<file path="src/rtl/wdt_pkg.sv">
// Shared constants for the watchdog: status bit positions and the
// postscaler width derived from the select width.
package wdt_pkg;
    localparam int ST_CAUSE = 0;   // watchdog caused the event
    localparam int ST_SLEEP = 1;   // device was in sleep at wake
    localparam int ST_IDLE  = 2;   // device was in idle at wake
    localparam int ST_W     = 3;

    // Postscaler counter width for a given select width.
    function automatic int ps_width(input int sel_w);
        return (1 << sel_w) - 1;
    endfunction
endpackage

</file>
<file path="src/rtl/wdt_postscale.sv">
// Power-of-two divider on the independent tick strobe.
// Assumes: tick_en is a one-cycle strobe. A change of sel is detected
// against a registered copy and clears the divider.
module wdt_postscale #(
    parameter int SEL_W = 3
) (
    input  logic             clk,
    input  logic             rst_n,
    input  logic             en,
    input  logic             tick_en,
    input  logic             kick,
    input  logic [SEL_W-1:0] sel,
    output logic             sel_chg,
    output logic             post_tick
);
    localparam int PS_W = wdt_pkg::ps_width(SEL_W);

    logic [PS_W-1:0]  pcnt;
    logic [PS_W-1:0]  mask;
    logic [SEL_W-1:0] sel_q;
    logic             clear;

    // Low-order mask: bit i is set when i < sel.
    always_comb begin
        for (int i = 0; i < PS_W; i++) mask[i] = (i < int'(sel));
    end

    assign sel_chg   = (sel != sel_q);
    assign clear     = kick | sel_chg | ~en;
    assign post_tick = tick_en & ~clear & ((pcnt & mask) == mask);

    // Remember the select so that a change can be seen.
    always_ff @(posedge clk) begin
        if (!rst_n) sel_q <= '0;
        else        sel_q <= sel;
    end

    // Advance the divider on each tick; any clear condition zeroes it.
    always_ff @(posedge clk) begin
        if (!rst_n || clear) pcnt <= '0;
        else if (tick_en)    pcnt <= pcnt + 1'b1;
    end


    sel_change_clear_chk: assert property (@(posedge clk) disable iff (!rst_n)
        sel_chg |=> (pcnt == '0));


    kick_clears_ps_chk: assert property (@(posedge clk) disable iff (!rst_n)
        kick |=> (pcnt == '0));
endmodule

</file>
<file path="src/rtl/wdt_counter.sv">
// Main watchdog counter. Advances on each postscaled tick and flags
// overflow when it wraps from all ones.
// Assumes: step is never high in a cycle where restart is high.
module wdt_counter #(
    parameter int CNT_W = 8
) (
    input  logic clk,
    input  logic rst_n,
    input  logic en,
    input  logic step,
    input  logic restart,
    output logic ovf
);
    logic [CNT_W-1:0] cnt;

    assign ovf = step & (cnt == {CNT_W{1'b1}});

    // Count divided ticks; restart or disable returns the count to zero.
    always_ff @(posedge clk) begin
        if (!rst_n || restart || !en) cnt <= '0;
        else if (step)                cnt <= cnt + 1'b1;
    end


    kick_clears_cnt_chk: assert property (@(posedge clk) disable iff (!rst_n)
        restart |=> (cnt == '0));


    disabled_quiet_chk: assert property (@(posedge clk) disable iff (!rst_n)
        !en |=> ((cnt == '0) && !ovf));
endmodule

</file>
<file path="src/rtl/wdt_response.sv">
// Turns an overflow into a reset pulse or a wake request, according to
// the power state, and keeps the sticky cause flags.
// Assumes: ovf is a single-cycle event, at least two cycles apart.
module wdt_response #(
    parameter int RST_TICKS = 4
) (
    input  logic                   clk,
    input  logic                   rst_n,
    input  logic                   tick_en,
    input  logic                   ovf,
    input  logic                   in_sleep,
    input  logic                   in_idle,
    input  logic                   flag_clr,
    output logic                   sys_reset,
    output logic                   wake_req,
    output logic [wdt_pkg::ST_W-1:0] status
);
    import wdt_pkg::*;
    localparam int RC_W = $clog2(RST_TICKS + 1);

    logic [RC_W-1:0] rst_cnt;
    logic            low_pwr;

    assign low_pwr   = in_sleep | in_idle;
    assign sys_reset = (rst_cnt != '0);

    // Reset pulse length counted in ticks; an active-mode overflow reloads it.
    always_ff @(posedge clk) begin
        if (!rst_n)                          rst_cnt <= '0;
        else if (ovf && !low_pwr)            rst_cnt <= RC_W'(RST_TICKS);
        else if (tick_en && rst_cnt != '0)   rst_cnt <= rst_cnt - 1'b1;
    end

    // One-cycle wake request for an overflow in sleep or idle.
    always_ff @(posedge clk) begin
        if (!rst_n) wake_req <= 1'b0;
        else        wake_req <= ovf & low_pwr;
    end

    // Sticky cause flags; setting wins over a software clear.
    always_ff @(posedge clk) begin
        if (!rst_n) begin
            status <= '0;
        end else begin
            status <= flag_clr ? '0 : status;
            if (ovf) begin
                status[ST_CAUSE] <= 1'b1;
                if (in_sleep)     status[ST_SLEEP] <= 1'b1;
                else if (in_idle) status[ST_IDLE]  <= 1'b1;
            end
        end
    end


    reset_after_ovf_chk: assert property (@(posedge clk) disable iff (!rst_n)
        (ovf && !low_pwr) |=> sys_reset);


    wake_no_reset_chk: assert property (@(posedge clk) disable iff (!rst_n)
        (ovf && low_pwr && !sys_reset) |=> (wake_req && !sys_reset));


    wake_single_chk: assert property (@(posedge clk) disable iff (!rst_n)
        wake_req |=> !wake_req);


    cause_set_chk: assert property (@(posedge clk) disable iff (!rst_n)
        ovf |=> status[ST_CAUSE]);


    cause_sticky_chk: assert property (@(posedge clk) disable iff (!rst_n)
        (status[ST_CAUSE] && !flag_clr) |=> status[ST_CAUSE]);
endmodule

</file>
<file path="src/rtl/wdt_sleepwake.sv">
// Watchdog top: postscaler, counter and overflow response.
// Assumes: cfg_enable is static after reset; tick_en comes from an
// independent slow time base already brought into this clock domain.
module wdt_sleepwake #(
    parameter int CNT_W     = 8,
    parameter int SEL_W     = 3,
    parameter int RST_TICKS = 4
) (
    input  logic             clk,
    input  logic             rst_n,
    input  logic             tick_en,
    input  logic             cfg_enable,
    input  logic             kick,
    input  logic             in_sleep,
    input  logic             in_idle,
    input  logic [SEL_W-1:0] post_sel,
    input  logic             flag_clr,
    output logic             sys_reset,
    output logic             wake_req,
    output logic [2:0]       status
);
    logic sel_chg;
    logic post_tick;
    logic ovf;

    wdt_postscale #(.SEL_W(SEL_W)) u_ps (
        .clk(clk), .rst_n(rst_n), .en(cfg_enable), .tick_en(tick_en),
        .kick(kick), .sel(post_sel), .sel_chg(sel_chg), .post_tick(post_tick)
    );

    wdt_counter #(.CNT_W(CNT_W)) u_cnt (
        .clk(clk), .rst_n(rst_n), .en(cfg_enable), .step(post_tick),
        .restart(kick | sel_chg), .ovf(ovf)
    );

    wdt_response #(.RST_TICKS(RST_TICKS)) u_rsp (
        .clk(clk), .rst_n(rst_n), .tick_en(tick_en), .ovf(ovf),
        .in_sleep(in_sleep), .in_idle(in_idle), .flag_clr(flag_clr),
        .sys_reset(sys_reset), .wake_req(wake_req), .status(status)
    );


    disabled_no_event_chk: assert property (@(posedge clk) disable iff (!rst_n)
        !cfg_enable |=> (!sys_reset && !wake_req));
endmodule

</file>
<file path="config.mk">
export PLATFORM = sky130hd
export DESIGN_NAME = wdt_sleepwake
export DESIGN_NICKNAME = d
export VERILOG_FILES = /design/src/rtl/wdt_pkg.sv /design/src/rtl/wdt_postscale.sv /design/src/rtl/wdt_counter.sv /design/src/rtl/wdt_response.sv /design/src/rtl/wdt_sleepwake.sv
export SDC_FILE = /design/constraint.sdc
export NUM_CORES = 1
export LEC_CHECK = 0
export CAP_MARGIN = 25
export CORE_ASPECT_RATIO = 0.6
export CORE_MARGIN = 3
export CORE_UTILIZATION = 48
export DETAILED_ROUTE_END_ITERATION = 6
export PLACE_DENSITY_LB_ADDON = 0.08
export RECOVER_POWER = 25
export SYNTH_ARGS = -nofsm -noshare
export SYNTH_HDL_FRONTEND = slang
export SYNTH_SLANG_ARGS = --single-unit
</file>
<file path="constraint.sdc">
create_clock -name clk -period 1.7 [get_ports clk]
set_input_delay 0.34 -clock clk [delete_from_list [all_inputs] [get_ports clk]]
set_output_delay 0.34 -clock clk [all_outputs]
set_load 0.02 [all_outputs]
</file>
==> metrics.md <==
| Metric | Value |
|---|---|
| Register bit total from synthesis | 25 |
| Drt first pass iters | 4 |
| Starting Density | 0.534 |
| Io pins | 16 |
| RSZ-0062 raised after global routing | yes |
| Setup slack after placement | -0.743 ns |
| Critical path launch point type | flip-flop |
| CP top delay family | simple AND/OR/NAND/NOR gates |
| Buf/Inv on CP | 1 |
| Die area | 3210 µm² |
| Synth async-reset ratio | 0 |
| Synthesized cell area | 1220 µm² |
| Synth top area share | 0.409 |
| Syn Nets | 156 |
| Vias | 1165 |
| Total Power | 1040 µW |
| Initial antenna violation count | 0 |
| Leak | 0.000661 µW |
| Synth warn | 0 |
| Max Cap Viol | 0 |
| Arr. time, crit path | 1.98 ns |
| Clock Latency Late Sink | 0.27 ns |
| Via density | 5.39 |
| Commonest non-fill, non-tap cell in the layout | buf_4 |
| Clock skew | 0.00380 ns |
| Gate Count Post-Synth | 141 |
| Total GRT Usage | 0.204 |
| DIE WIDTH | 71.2 µm |
| Setup ws final | -0.0664 ns |
| Synth cell types | 34 |
| Relative slew slack | 0.776 |
| Most frequent cells in the layout | buf_4 (28), dfxtp_1 (21), nand2_1 (16) |
| RD Place Congestion | 0.766 |
| Port buffer count | 15 |
| Synth top area cells | dfxtp_1 (41%), xor2_1 (5.7%), nand2_1 (5.5%), a21oi_1 (4.1%), ha_1 (4.1%) |
| Area of the core | 2290 µm² |
| Residual DRC | 0 |
| Tightest Pin Transition | 0.334 ns |
| Layout cells sized above 1 | 0.312 |
| Sequential share of the synthesized area | 0.409 |
| Min-delay worst type | input pin to flip-flop |
| Final hold vios | 0 |
| Worst Path Required | 1.91 ns |
| Area grow syn2layout | 43.9% |
| CP Cell Sequence | xor2_1 > nor4_4 > nand2_2 > buf_6 > or4_4 > a21oi_2 |
| Final Routed Wirelength | 3070 µm |
| Pins Over Slew Limit | 0 |
| Clock-pin slew of the registers on the worst-case setup and hold paths | 0.08 ns |
| CTS Hold Bufs | 0 |
| Primary FF master, synth | dfxtp_1 |
| Critical path endpoint category | flip-flop |
| Row cnt | 13 |
| Die H | 45.1 µm |
| Period minus WS final | 1.77 ns |
| CP max stage delay | 0.53 ns |
| Status | finished, violations left |
| H-Tree Level Count | 1 |
| Number of synthesized flops with an enable pin | 0 |
| Routed wire length per instance | 14.2 µm |
| First-pass GRT wire length | 5030 µm |
| Slowest-stage cell, CP | or4_4 |
| P per Cell Area | 593 nW/µm² |
| CTS tree | built |
| CTS Buffer Depth | 2 |
| Gr ovfl total | 0 |
| Post-DP HPWL | 2190 µm |
| Vias in the first global route | 1107 |
| CP Max Fanout | 6 |
| Final setup fails | 6 |
| Fin crit share | 1.04 |
| Nets | 202 |
| CTS Sinks | 25 |
| Ant. Diodes | 0 |
| Syn_area_per_cell | 8.68 µm² |
| Routed Antenna Nets | 0 |
| Initial drt markers | 55 |
| Crit path kind | flip-flop to flip-flop |
| Clock root cell | clkbuf_8 |
| Largest net degree at the start of global routing | 14 |
| Worst vdd ir | 0.000372 V |
| Synth area leader | dfxtp_1 |
| Violated checks | setup timing |
| Fmax | 0.566 GHz |
| Cts bufs inserted | 3 |
repair_timing:
item	in CTS	in global routing
pin swaps	2	12
gates cloned	1	1
buffers inserted	0	1
resized for setup	14	22
setup endpoints to repair	16	13
cells in the mapped netlist (all sizes together), types with 5 or more instances:
library cell	instances
a21oi	10
nand2	18
nor2	10
o31ai	6
o21ai	5
dfxtp	25
xor2	8
or4	5
per-stage QoR:
| stage | hold WS (ns) | TNS, ns | utilization | cell area (µm²) | instances |
|---|---|---|---|---|---|
| global route | 0.407 | -0.695 | 0.768 | 1760 | 216 |
| CTS | 0.448 | -0.125 | 0.739 | 1700 | 214 |
| floorplan | 0.452 | 0 | - | 1260 | 141 |
| global placement | 0.438 | -9.07 | 0.708 | 1620 | 209 |
| detailed placement | 0.452 | -10.37 | 0.708 | 1620 | 209 |
| finish | 0.384 | -0.232 | 0.768 | 1760 | 216 |
state kept, by name, summed over array words and instances (netlist names):
signal / flops
u_cnt.cnt: 8
u_ps.pcnt: 7
u_ps.sel_q: 3
u_rsp.rst_cnt: 3
u_rsp.status: 3
u_rsp.wake_req: 1
per-layer routing:
metal  GRT usage  wire length [µm]  share of wire  vias up
met5           0                 0              0        -
met4      0.0337                19         0.0062        0
met2       0.359              1360           0.44       29
met3      0.0600               199          0.065        2
li1            -                 -              -      597
met1       0.256              1490           0.48      537
path summary, 6_finish.rpt:
| kind | cells after the start | endpoint | startpoint | slack [ns] |
|---|---|---|---|---|
| worst max-delay path | 6 | u_cnt.cnt[4]$_SDFFE_PP0P_ | u_ps.sel_q[0]$_SDFF_PN0_ | -0.07 |
| worst min register to register | 2 | u_rsp.status[1]$_SDFF_PN0_ | u_rsp.status[1]$_SDFF_PN0_ | 0.47 |
| worst min-delay path | 2 | u_ps.sel_q[1]$_SDFF_PN0_ | post_sel[1] | 0.38 |
| worst max register to register | 6 | u_cnt.cnt[4]$_SDFFE_PP0P_ | u_ps.sel_q[0]$_SDFF_PN0_ | -0.07 |
cell families (layout without fill, tap and decap cells):
family	count (synthesis)	in the layout	share of synthesized area
flops	25	25	0.409
buf+inv	10	54	0.0348
compound gates	29	29	0.152
simple gates	62	63	0.283
mux	1	1	0.00818
xor+xnor	10	10	0.0716
fa+ha+maj	4	4	0.0409
worst register-to-register path, stage by stage, from the launching register on:
cell     delay, ns
dfxtp_2       0.33
xor2_1        0.17
nor4_4        0.29
nand2_2       0.11
buf_6         0.15
or4_4         0.53
a21oi_2       0.13
report_power, final:
part	internal, µW	leakage, µW	switching [µW]
clock	168	0.0000228	187
sequential	589	0.000204	2.03
combinational	47.4	0.000434	49.4
total	805	0.000661	239
cell type report:
cell class              count  area [µm²]
repair buffers             46         387
fillers                   163         533
clock buffers               4        45.0
flip-flops and latches     25         505
multi-input cells         107         771
inverters                   4        15.0
well taps                  30        37.5
Power figures use the tool's default switching activity.
